## src/rtl/gpio_pin_pkg.sv

```systemverilog
package gpio_pin_pkg;
  localparam int OE_BIT  = 2;
  localparam int LVL_BIT = 1;
  localparam int DAT_BIT = 0;

  typedef logic [7:0] ctrl_byte_t;

  typedef enum logic {NMI_IDLE = 1'b0, NMI_HIGH = 1'b1} nmi_state_e;

  // Software write merge: sensed bit loops back from data when output enabled
  function automatic ctrl_byte_t merge_sw_write(ctrl_byte_t old_b, ctrl_byte_t wr_b);
    ctrl_byte_t r;
    r = wr_b;
    r[LVL_BIT] = wr_b[OE_BIT] ? wr_b[DAT_BIT] : old_b[LVL_BIT];
    return r;
  endfunction

  // Hardware level merge: only the sensed bit moves
  function automatic ctrl_byte_t merge_hw_level(ctrl_byte_t cur_b, logic lvl);
    ctrl_byte_t r;
    r = cur_b;
    r[LVL_BIT] = lvl;
    return r;
  endfunction
endpackage

```

## src/rtl/gpio_addr_decode.sv

```systemverilog
module gpio_addr_decode #(
  parameter int NUM_PINS  = 36,
  parameter int NUM_LEVEL = 8,
  parameter int ADDR_W    = 6
) (
  input  logic [ADDR_W-1:0]   addr,
  input  logic                we,
  output logic                in_pin,
  output logic [ADDR_W-1:0]   pin_off,
  output logic [NUM_PINS-1:0] wr_hit
);
  localparam logic [ADDR_W-1:0] PIN_BASE = ADDR_W'(NUM_LEVEL);
  localparam logic [ADDR_W-1:0] PIN_END  = ADDR_W'(NUM_LEVEL + NUM_PINS);

  assign in_pin  = (addr >= PIN_BASE) && (addr < PIN_END);
  assign pin_off = addr - PIN_BASE;

  for (genvar i = 0; i < NUM_PINS; i++) begin : g_hit
    assign wr_hit[i] = we && in_pin && (pin_off == ADDR_W'(i));
  end
endmodule

```

## src/rtl/gpio_pin_cell.sv

```systemverilog
module gpio_pin_cell
  import gpio_pin_pkg::*;
#(
  parameter ctrl_byte_t RESET_VAL = 8'h00
) (
  input  logic       clk,
  input  logic       rst_n,
  input  logic       sw_we,
  input  ctrl_byte_t sw_data,
  input  logic       hw_drive,
  input  logic       hw_level,
  input  logic       force_en,
  input  logic       force_level,
  output ctrl_byte_t ctrl_q,
  output logic       conflict
);
  ctrl_byte_t ctrl_nxt;

  always_comb begin
    ctrl_nxt = ctrl_q;
    if (sw_we)    ctrl_nxt = merge_sw_write(ctrl_q, sw_data);
    if (hw_drive) ctrl_nxt = merge_hw_level(ctrl_nxt, hw_level);
    if (force_en) ctrl_nxt = merge_hw_level(ctrl_nxt, force_level);
  end

  always_ff @(posedge clk or negedge rst_n) begin
    if (!rst_n) ctrl_q <= RESET_VAL;
    else        ctrl_q <= ctrl_nxt;
  end

  assign conflict = hw_drive && ctrl_q[OE_BIT];
endmodule

```

## src/rtl/gpio_nmi_seq.sv

```systemverilog
module gpio_nmi_seq
  import gpio_pin_pkg::*;
(
  input  logic clk,
  input  logic rst_n,
  input  logic req,
  output logic force_en,
  output logic force_level,
  output logic idle
);
  nmi_state_e state_q;

  assign idle        = (state_q == NMI_IDLE);
  assign force_en    = (idle && req) || (state_q == NMI_HIGH);
  assign force_level = idle;

  always_ff @(posedge clk or negedge rst_n) begin
    if (!rst_n)             state_q <= NMI_IDLE;
    else if (idle && req)   state_q <= NMI_HIGH;
    else                    state_q <= NMI_IDLE;
  end
endmodule

```

## src/rtl/gpio_pin_ctrl.sv

```systemverilog
module gpio_pin_ctrl
  import gpio_pin_pkg::*;
#(
  parameter int NUM_PINS   = 36,
  parameter int NUM_LEVEL  = 8,
  parameter int ADDR_W     = 6,
  parameter int LOWIRQ_PIN = 1,
  parameter int PULSE_PIN  = 9
) (
  input  logic                clk,
  input  logic                rst_n,
  input  logic [ADDR_W-1:0]   bus_addr,
  input  logic                bus_we,
  input  logic [7:0]          bus_wdata,
  output logic [7:0]          bus_rdata,
  input  logic [NUM_PINS-1:0] pin_drive,
  input  logic [NUM_PINS-1:0] pin_level,
  input  logic                nmi_req,
  output logic                irq_level_low,
  output logic                irq_pulse,
  output logic                err_flag
);
  localparam int FLAT_W = NUM_PINS * 8;

  logic                in_pin;
  logic [ADDR_W-1:0]   pin_off;
  logic [NUM_PINS-1:0] wr_hit;
  logic [NUM_PINS-1:0] conflict_vec;
  logic [NUM_PINS-1:0] force_en_vec;
  logic                nmi_force_en;
  logic                nmi_force_level;
  logic                nmi_idle;
  logic                err_q;
  ctrl_byte_t          ctrl_q [NUM_PINS];
  logic [FLAT_W-1:0]   ctrl_flat;

  gpio_addr_decode #(
    .NUM_PINS (NUM_PINS),
    .NUM_LEVEL(NUM_LEVEL),
    .ADDR_W   (ADDR_W)
  ) u_dec (
    .addr   (bus_addr),
    .we     (bus_we),
    .in_pin (in_pin),
    .pin_off(pin_off),
    .wr_hit (wr_hit)
  );

  gpio_nmi_seq u_nmi (
    .clk        (clk),
    .rst_n      (rst_n),
    .req        (nmi_req),
    .force_en   (nmi_force_en),
    .force_level(nmi_force_level),
    .idle       (nmi_idle)
  );

  for (genvar i = 0; i < NUM_PINS; i++) begin : g_pin
    localparam ctrl_byte_t RV = (i == LOWIRQ_PIN) ? ctrl_byte_t'(1 << LVL_BIT) : '0;
    assign force_en_vec[i] = (i == PULSE_PIN) ? nmi_force_en : 1'b0;

    gpio_pin_cell #(.RESET_VAL(RV)) u_cell (
      .clk        (clk),
      .rst_n      (rst_n),
      .sw_we      (wr_hit[i]),
      .sw_data    (bus_wdata),
      .hw_drive   (pin_drive[i]),
      .hw_level   (pin_level[i]),
      .force_en   (force_en_vec[i]),
      .force_level(nmi_force_level),
      .ctrl_q     (ctrl_q[i]),
      .conflict   (conflict_vec[i])
    );
    assign ctrl_flat[i*8 +: 8] = ctrl_q[i];
  end

  always_ff @(posedge clk or negedge rst_n) begin
    if (!rst_n) err_q <= 1'b0;
    else        err_q <= err_q | (|conflict_vec);
  end

  always_comb begin
    bus_rdata = '0;
    if (in_pin) bus_rdata = ctrl_q[pin_off];
  end

  assign irq_level_low = ~ctrl_q[LOWIRQ_PIN][LVL_BIT];
  assign irq_pulse     = ctrl_q[PULSE_PIN][LVL_BIT];
  assign err_flag      = err_q;
endmodule

```

## config.mk

```make
export PLATFORM = sky130hd
export DESIGN_NAME = gpio_pin_ctrl
export DESIGN_NICKNAME = d
export VERILOG_FILES = /design/src/rtl/gpio_pin_pkg.sv /design/src/rtl/gpio_addr_decode.sv /design/src/rtl/gpio_pin_cell.sv /design/src/rtl/gpio_nmi_seq.sv /design/src/rtl/gpio_pin_ctrl.sv
export SDC_FILE = /design/constraint.sdc
export NUM_CORES = 1
export LEC_CHECK = 0
export BUFFER_PORTS_ARGS = -buffer_cell sky130_fd_sc_hd__buf_2
export CAP_MARGIN = 20
export CORE_AREA = 2 2 195 197
export DETAILED_ROUTE_END_ITERATION = 7
export DIE_AREA = 0 0 197 199
export GPL_TIMING_DRIVEN = 0
export SETUP_SLACK_MARGIN = 0.15
export SKIP_LAST_GASP = 1
export SLEW_MARGIN = 15
export SYNTH_ARGS = -nofsm -noshare
export SYNTH_HDL_FRONTEND = slang
export SYNTH_SLANG_ARGS = --single-unit
```

## constraint.sdc

```tcl
create_clock -name clk -period 3.41 [get_ports clk]
set_input_delay 0.341 -clock clk [delete_from_list [all_inputs] [get_ports clk]]
set_output_delay 0.341 -clock clk [all_outputs]
set_load 0.005 [all_outputs]
```

==> results of run 1 <==
==> state kept, by name (all words and copies together) (netlist names) <==
signal / flops
g_pin.u_cell.ctrl_q: 288
err_flag: 1
u_nmi.state_q: 1
==> layer usage <==
layer | global-route usage (%) | wire, um | vias up
met2 | 39.3 | 22000 | 509
li1 | - | - | 4510
met3 | 4.85 | 3970 | 101
met5 | 0 | 0 | -
met4 | 10.5 | 2240 | 0
met1 | 34.9 | 20400 | 5541
==> power by group through the flow <==
stage	logic, uW	registers (uW)	clock network (uW)
floorplan	877	4040	0
global placement	1320	4120	0
detailed placement	1360	4140	0
CTS	1380	4080	3590
global route	1480	4130	3730
finish	1390	4080	3520
==> stage by stage <==
step | cell area (sq um) | hold slack [ns]
2_1_floorplan | 14700 | 0.0454
3_3_place_gp | 15700 | 0.439
3_5_place_dp | 15800 | 0.311
4_1_cts | 17000 | 0.0235
5_1_grt | 17000 | 0.0378
6_report | 17000 | 0.0353
==> final timing paths <==
| kind | from | endpoint | depth (start not counted) |
|---|---|---|---|
| worst min register to register | u_nmi.state_q | u_nmi.state_q | 1 |
| min in group asynchronous | rst_n | g_pin[11].u_cell.ctrl_q[4] | 2 |
| worst max register to register | g_pin[23].u_cell.ctrl_q[2] | err_flag | 4 |
| worst min-delay path | pin_level[20] | g_pin[20].u_cell.ctrl_q[1] | 3 |
| worst max-delay path | bus_addr[3] | bus_rdata[0] | 11 |
| max in group asynchronous | rst_n | g_pin[2].u_cell.ctrl_q[2] | 5 |
==> area by class of cell <==
class | instances | area, sq um
clock inverter | 11 | 105
inverter | 37 | 140
sequential | 290 | 7260
timing repair buffer | 99 | 581
antenna | 1 | 2.50
buffer | 89 | 447
tap | 474 | 593
multi-input combinational | 702 | 6900
clock buffer | 48 | 963
fill | 3450 | 20100
==> cell families after synthesis <==
kind of cell               count (synthesis)  share of synthesized area (%)
AOI/OAI and AO/OA                        188                           8.80
xor gates and xnor gates                   4                          0.418
adders and majority gates                  1                         0.0854
buffers and inverters                    126                           3.83
DFF                                      290                           49.5
muxes                                    302                           28.4
and+or+nand+nor                          207                           8.90
==> what timing repair did <==
item	in CTS	in global routing
resized for setup	23	8
hold buffers	1	0
endpoints found under the setup margin	8	8
buffers inserted	1	0
pin swaps	1	0
endpoints found under the hold margin	61	0
==> cell usage in the layout (no fill, tap or decap), types with 6 or more instances in the layout <==
cell	synthesis	final
nand3_1	10	10
o22ai_1	10	10
buf_2	25	117
o21ai_0	41	41
dfrtp_1	289	289
a31oi_1	38	32
mux4_2	68	68
a22o_1	20	20
mux2_4	6	6
mux2i_1	16	16
clkbuf_1	47	46
o31ai_1	15	15
a211o_1	8	7
mux2_2	212	212
clkbuf_2	1	6
nand2_1	46	46
a22oi_1	20	20
nor3_4	8	8
clkbuf_16	0	34
clkbuf_8	0	6
inv_1	35	34
nor2_2	8	9
a31oi_2	0	6
a21oi_1	13	13
or3_1	10	10
buf_4	9	12
nor2b_1	18	18
nand4_1	38	38
clkinv_2	0	7
and3_1	8	8
nor2_1	21	19
==> worst register-to-register path: stages (launching register included) <==
cell and delay, ns:
dfrtp_1 0.40, a22oi_1 0.50, nand4_1 0.22, nor4_1 0.22, nand4_1 0.13
==> reports/metrics.cfg, run 1 <==
[detailed_routing]
first_iter_violations=899
vias=10700
drc=0
final_antenna_net_count=0
wl_um=48700
vias_per_cell=6.09
routedWlPerCell_um=27.8
drtPass1Iterations=6

[logic_synthesis]
ys.flop_type=dfrtp_1
synth_top_area_cell=dfrtp_1
syn_inst=1118
avgSynthCellArea_sq_um=13.1
synth_cell_types=70
async_reset_ff_share_pct=100
synth.area.top_cells=dfrtp_1 49%, mux2_2 16%, mux4_2 10%
synth-warning-count=0
synthTopCellsByCount=289 x dfrtp_1, 212 x mux2_2, 68 x mux4_2
synth_area_sq_um=14700
synth_edf_count=0
yosysSeqAreaShare_pct=49.5
synth_seq_cells=290
synth_nets=1209
synth_top_area_share_pct=49.3
synth.most_common_cell=dfrtp_1

[global_routing]
grt_start_max_net_pins=104
track_usage_pct=25.3
grt_pass1_wl_um=71900
grt-ovfl-total=0
grt_pass1_vias=10900
antenna_found_initial=0

[final_layout]
final_nets=1344
layout-drive-gt1-share_pct=42.0
finalNonFillerCells=1751
synthToLayoutAreaGrowth_pct=15.9
fin_util_pct=45.7

[setup_path]
crit_buf_inv=7
crit_path_cell_trace=buf_2, clkbuf_4, clkinv_2, ha_2, clkbuf_2, inv_2, nand2_1, buf_2, a211o_1, a31oi_2, buf_2
cp_slowest_cell=a211o_1
critPathMaxStageDelay_ns=0.35
reg2reg_slack_ns=1.78
cp_data_required_time_ns=3.07
crit_top_cell=buf_2
worstPathArrival_ns=2.89
cp-start-kind=input port
end_kind=primary output
path_max_fanout=10
path_class=in -> out
critPathTopFamily=buffers and inverters

[clock_network]
path_clk_slew_ns=0.06
clkSinkCount=290
numCtsBuffers=34
clock_path_buffers=3
clock_latency_ns=0.53
cts-root-buf=clkbuf_16
cts_tree=yes
h-tree-depth=2

[sta]
period_needed_ns=3.23
tightest_slew_ns=1.08
fin_crit_sh_pct=94.7
finalWorstSetupSlack_ns=0.179
rsz0062_at_grt=no
fmax_ghz=0.310
setup_viol=0
slew_violations=0
clock_skew_ns=0.0184
maxSlewHeadroom_pct=27.4
final_hold_viol_count=0
fin_setup_tns_ns=0

[die]
start_util_pct=39.5
num_rows=71
fp.dieArea_sq_um=39200
die_x_um=197
core-area_sq_um=37100
ios=101
die_h_um=199

[job]
max_cap_viol_count=0

[pwr]
powerDensity_nw_per_um2=530
p_leak_uw=0.00773
power_frac_clock_pct=39.2
power_switching_uw=2450
p_seq_share_pct=45.4
internal-power_uw=6550
p_total_uw=9000
combPwrFrac_pct=15.5
peakVddDrop_v=0.000288
p_sw_share_pct=27.2

[hold_path]
hold_class=in -> reg

[outcome]
status=finished, final reports clean

[place]
io_buffers=94
gp_congestion=0.963
dp.cells=1689
dp_hpwl_um=36400
preCtsSetupSlack_ns=-0.673

(Power assumes the default switching activity.)
==> inputs of run 2 (changes only) <==
CORE_AREA = 2 2 175 177   (was 2 2 195 197)
CTS_CLUSTER_SIZE = 30   (was unset)
DIE_AREA = 0 0 177 179   (was 0 0 197 199)
PLACE_DENSITY = 0.67   (was unset)
==> reports/metrics.cfg, run 2 (synthesized netlist as in run 1, its figures left out) <==
[outcome]
status=finished, final reports clean  ; unchanged

[final_layout]
fin_util_pct=56.7  ; was 45.7%
final_nets=1353  ; was 1344
final_cell_area_sq_um=17000  ; about the same
final_cell_mix=289 x dfrtp_1, 212 x mux2_2, 117 x buf_2, 68 x mux4_2, 46 x nand2_1  ; was 289 x dfrtp_1, 212 x mux2_2, 117 x buf_2, 68 x mux4_2
multiInputGateArea_sq_um=6870  ; was 6900 sq um
layout_commonest_cell=dfrtp_1  ; unchanged
layout-drive-gt1-share_pct=41.8  ; was 42.0%
finalNonFillerCells=1684  ; was 1751
fillers=2502  ; was 3450
largest_reg_flops=288  ; unchanged
synthToLayoutAreaGrowth_pct=16.1  ; was 15.9%
regArea_sq_um=7260  ; unchanged
regMostFlops=g_pin.u_cell.ctrl_q  ; unchanged

[setup_path]
end_kind=primary output  ; unchanged
startpoint=bus_addr[1]  ; was bus_addr[3]
endpoint=bus_rdata[0]  ; unchanged
path_class=in -> out  ; unchanged
cp_data_required_time_ns=3.07  ; about the same
reg2reg_slack_ns=1.70  ; was 1.78 ns
cp-start-kind=input port  ; unchanged
r2r-start=g_pin[23].u_cell.ctrl_q[2]  ; unchanged
reg2reg_to=err_flag  ; unchanged
path_max_fanout=10  ; unchanged
rr_worst_depth=4  ; unchanged
worstPathArrival_ns=2.84  ; was 2.89 ns

[pwr]
powerDensity_nw_per_um2=534  ; was 530 nW/um^2
peakVddDrop_v=0.000391  ; was 0.000288 V
p_leak_uw=0.00780  ; was 0.00773 uW

[sta]
fin_setup_tns_ns=0  ; unchanged
period_needed_ns=3.19  ; was 3.23 ns
slew_violations=0  ; unchanged
final_hold_viol_count=0  ; unchanged
fmax_ghz=0.314  ; was 0.310 GHz
clock_skew_ns=0.0128  ; was 0.0184 ns
finalWorstSetupSlack_ns=0.224  ; was 0.179 ns
tightest_slew_ns=1.03  ; was 1.08 ns
rsz0062_at_grt=yes  ; was no
maxSlewHeadroom_pct=31.4  ; was 27.4%
fin_crit_sh_pct=93.4  ; was 94.7%
setup_viol=0  ; unchanged

[clock_network]
clock_path_buffers=3  ; unchanged
cts-root-buf=clkbuf_16  ; unchanged
clkSinkCount=290  ; unchanged
cts_tree=yes  ; unchanged
numCtsBuffers=31  ; was 34
path_clk_slew_ns=0.06  ; about the same
clock_latency_ns=0.57  ; was 0.53 ns
h-tree-depth=1  ; was 2

[die]
die_x_um=177  ; was 197 um
fp.dieArea_sq_um=31700  ; was 39200 sq um
die_h_um=179  ; was 199 um
num_rows=64  ; was 71
ios=101  ; unchanged
start_util_pct=48.8  ; was 39.5%
core-area_sq_um=30000  ; was 37100 sq um

[detailed_routing]
drc=0  ; unchanged
wl_um=46200  ; was 48700 um
vias_per_cell=6.32  ; was 6.09
drtPass1Iterations=6  ; unchanged
final_antenna_net_count=0  ; unchanged
routedWlPerCell_um=27.5  ; was 27.8 um
vias=10600  ; was 10700
first_iter_violations=1152  ; was 899

[place]
gp_congestion=0.986  ; was 0.963
io_buffers=94  ; unchanged
dp.cells=1611  ; was 1689
dp_hpwl_um=34300  ; was 36400 um
placed_cell_area_sq_um=15700  ; was 15800 sq um
preCtsSetupSlack_ns=-0.470  ; was -0.673 ns

[global_routing]
grt_pass1_wl_um=68300  ; was 71900 um
grt_start_max_net_pins=91  ; was 104
grt-ovfl-total=0  ; unchanged
track_usage_pct=29.7  ; was 25.3%
antenna_found_initial=1  ; was 0
grt_pass1_vias=10600  ; was 10900

[job]
max_cap_viol_count=0  ; unchanged

[hold_path]
hold_class=in -> reg  ; unchanged

[run 2: cell types whose count changed in the layout (fill, tap and decap cells not counted), moves of 2 or more]
cell | before | now
clkinv_2 | 7 | 10
clkbuf_16 | 34 | 31
bufinv_16 | 1 | 5
dlygate4sd3_1 | 1 | 12
clkbuf_1 | 46 | 40
clkinvlp_4 | 0 | 2
a31oi_2 | 6 | 4
a31oi_1 | 32 | 34
[run 2: final cells by class]
type | count | area share (%)
clock buffers | 41 | 5.19
well taps | 396 | 2.91
clock inverters | 17 | 1.29
plain buffers | 89 | 2.65
multi-input cells | 702 | 40.4
diodes | 1 | 0.0147
inverters | 37 | 0.823
flip-flops and latches | 290 | 42.6
repair buffers | 111 | 4.10
[run 2: power breakdown]
group	total, uW	switching (uW)	internal (uW)	leakage, uW
Combinational	1380	727	658	0.00346
Clock	3620	1430	2190	0.000547
Sequential	4090	243	3840	0.00379
Total	9090	2400	6690	0.00780
[run 2: what timing repair did]
action | CTS | global route
hold buffers | 12 | 0
pin swaps | 1 | 1
resized for setup | 14 | 14
setup buffers | 2 | 0
endpoints found under the setup margin | 8 | 8
endpoints found under the hold margin | 70 | 0
[run 2: worst min-delay path by stage]
stage	start	endpoint	slack, ns	cells after the start
2_1_floorplan	rst_n	err_flag	0.05	0
3_3_place_gp	u_nmi.state_q	u_nmi.state_q	0.43	1
3_5_place_dp	rst_n	g_pin[16].u_cell.ctrl_q[7]	0.33	1
4_1_cts	pin_drive[23]	g_pin[23].u_cell.ctrl_q[1]	0.005	2
5_1_grt	pin_drive[20]	g_pin[20].u_cell.ctrl_q[1]	0.04	2
6_report	pin_drive[23]	g_pin[23].u_cell.ctrl_q[1]	0.01	2
[run 2: per-stage QoR]
step,total power [uW],hold slack (ns)
2_1_floorplan,4920,0.0454
3_3_place_gp,5420,0.433
3_5_place_dp,5480,0.326
4_1_cts,9110,0.00534
5_1_grt,9410,0.0403
6_report,9090,0.0130
[run 2: per-layer routing]
layer | global-route usage [%] | up-vias | routed length, um
met4 | 17.0 | 0 | 2990
met1 | 40.6 | 5402 | 18900
met2 | 45.2 | 570 | 20600
met3 | 4.96 | 137 | 3700
met5 | 0 | - | 0
li1 | - | 4535 | -
[run 2: worst max-delay path, stage by stage]
cell and delay (ns):
buf_2 0.12, buf_4 0.16, buf_2 0.24, clkdlybuf4s15_1 0.73, mux4_2 0.46, a22o_1 0.20, o21ai_0 0.21, a31oi_2 0.18
buf_2 0.19
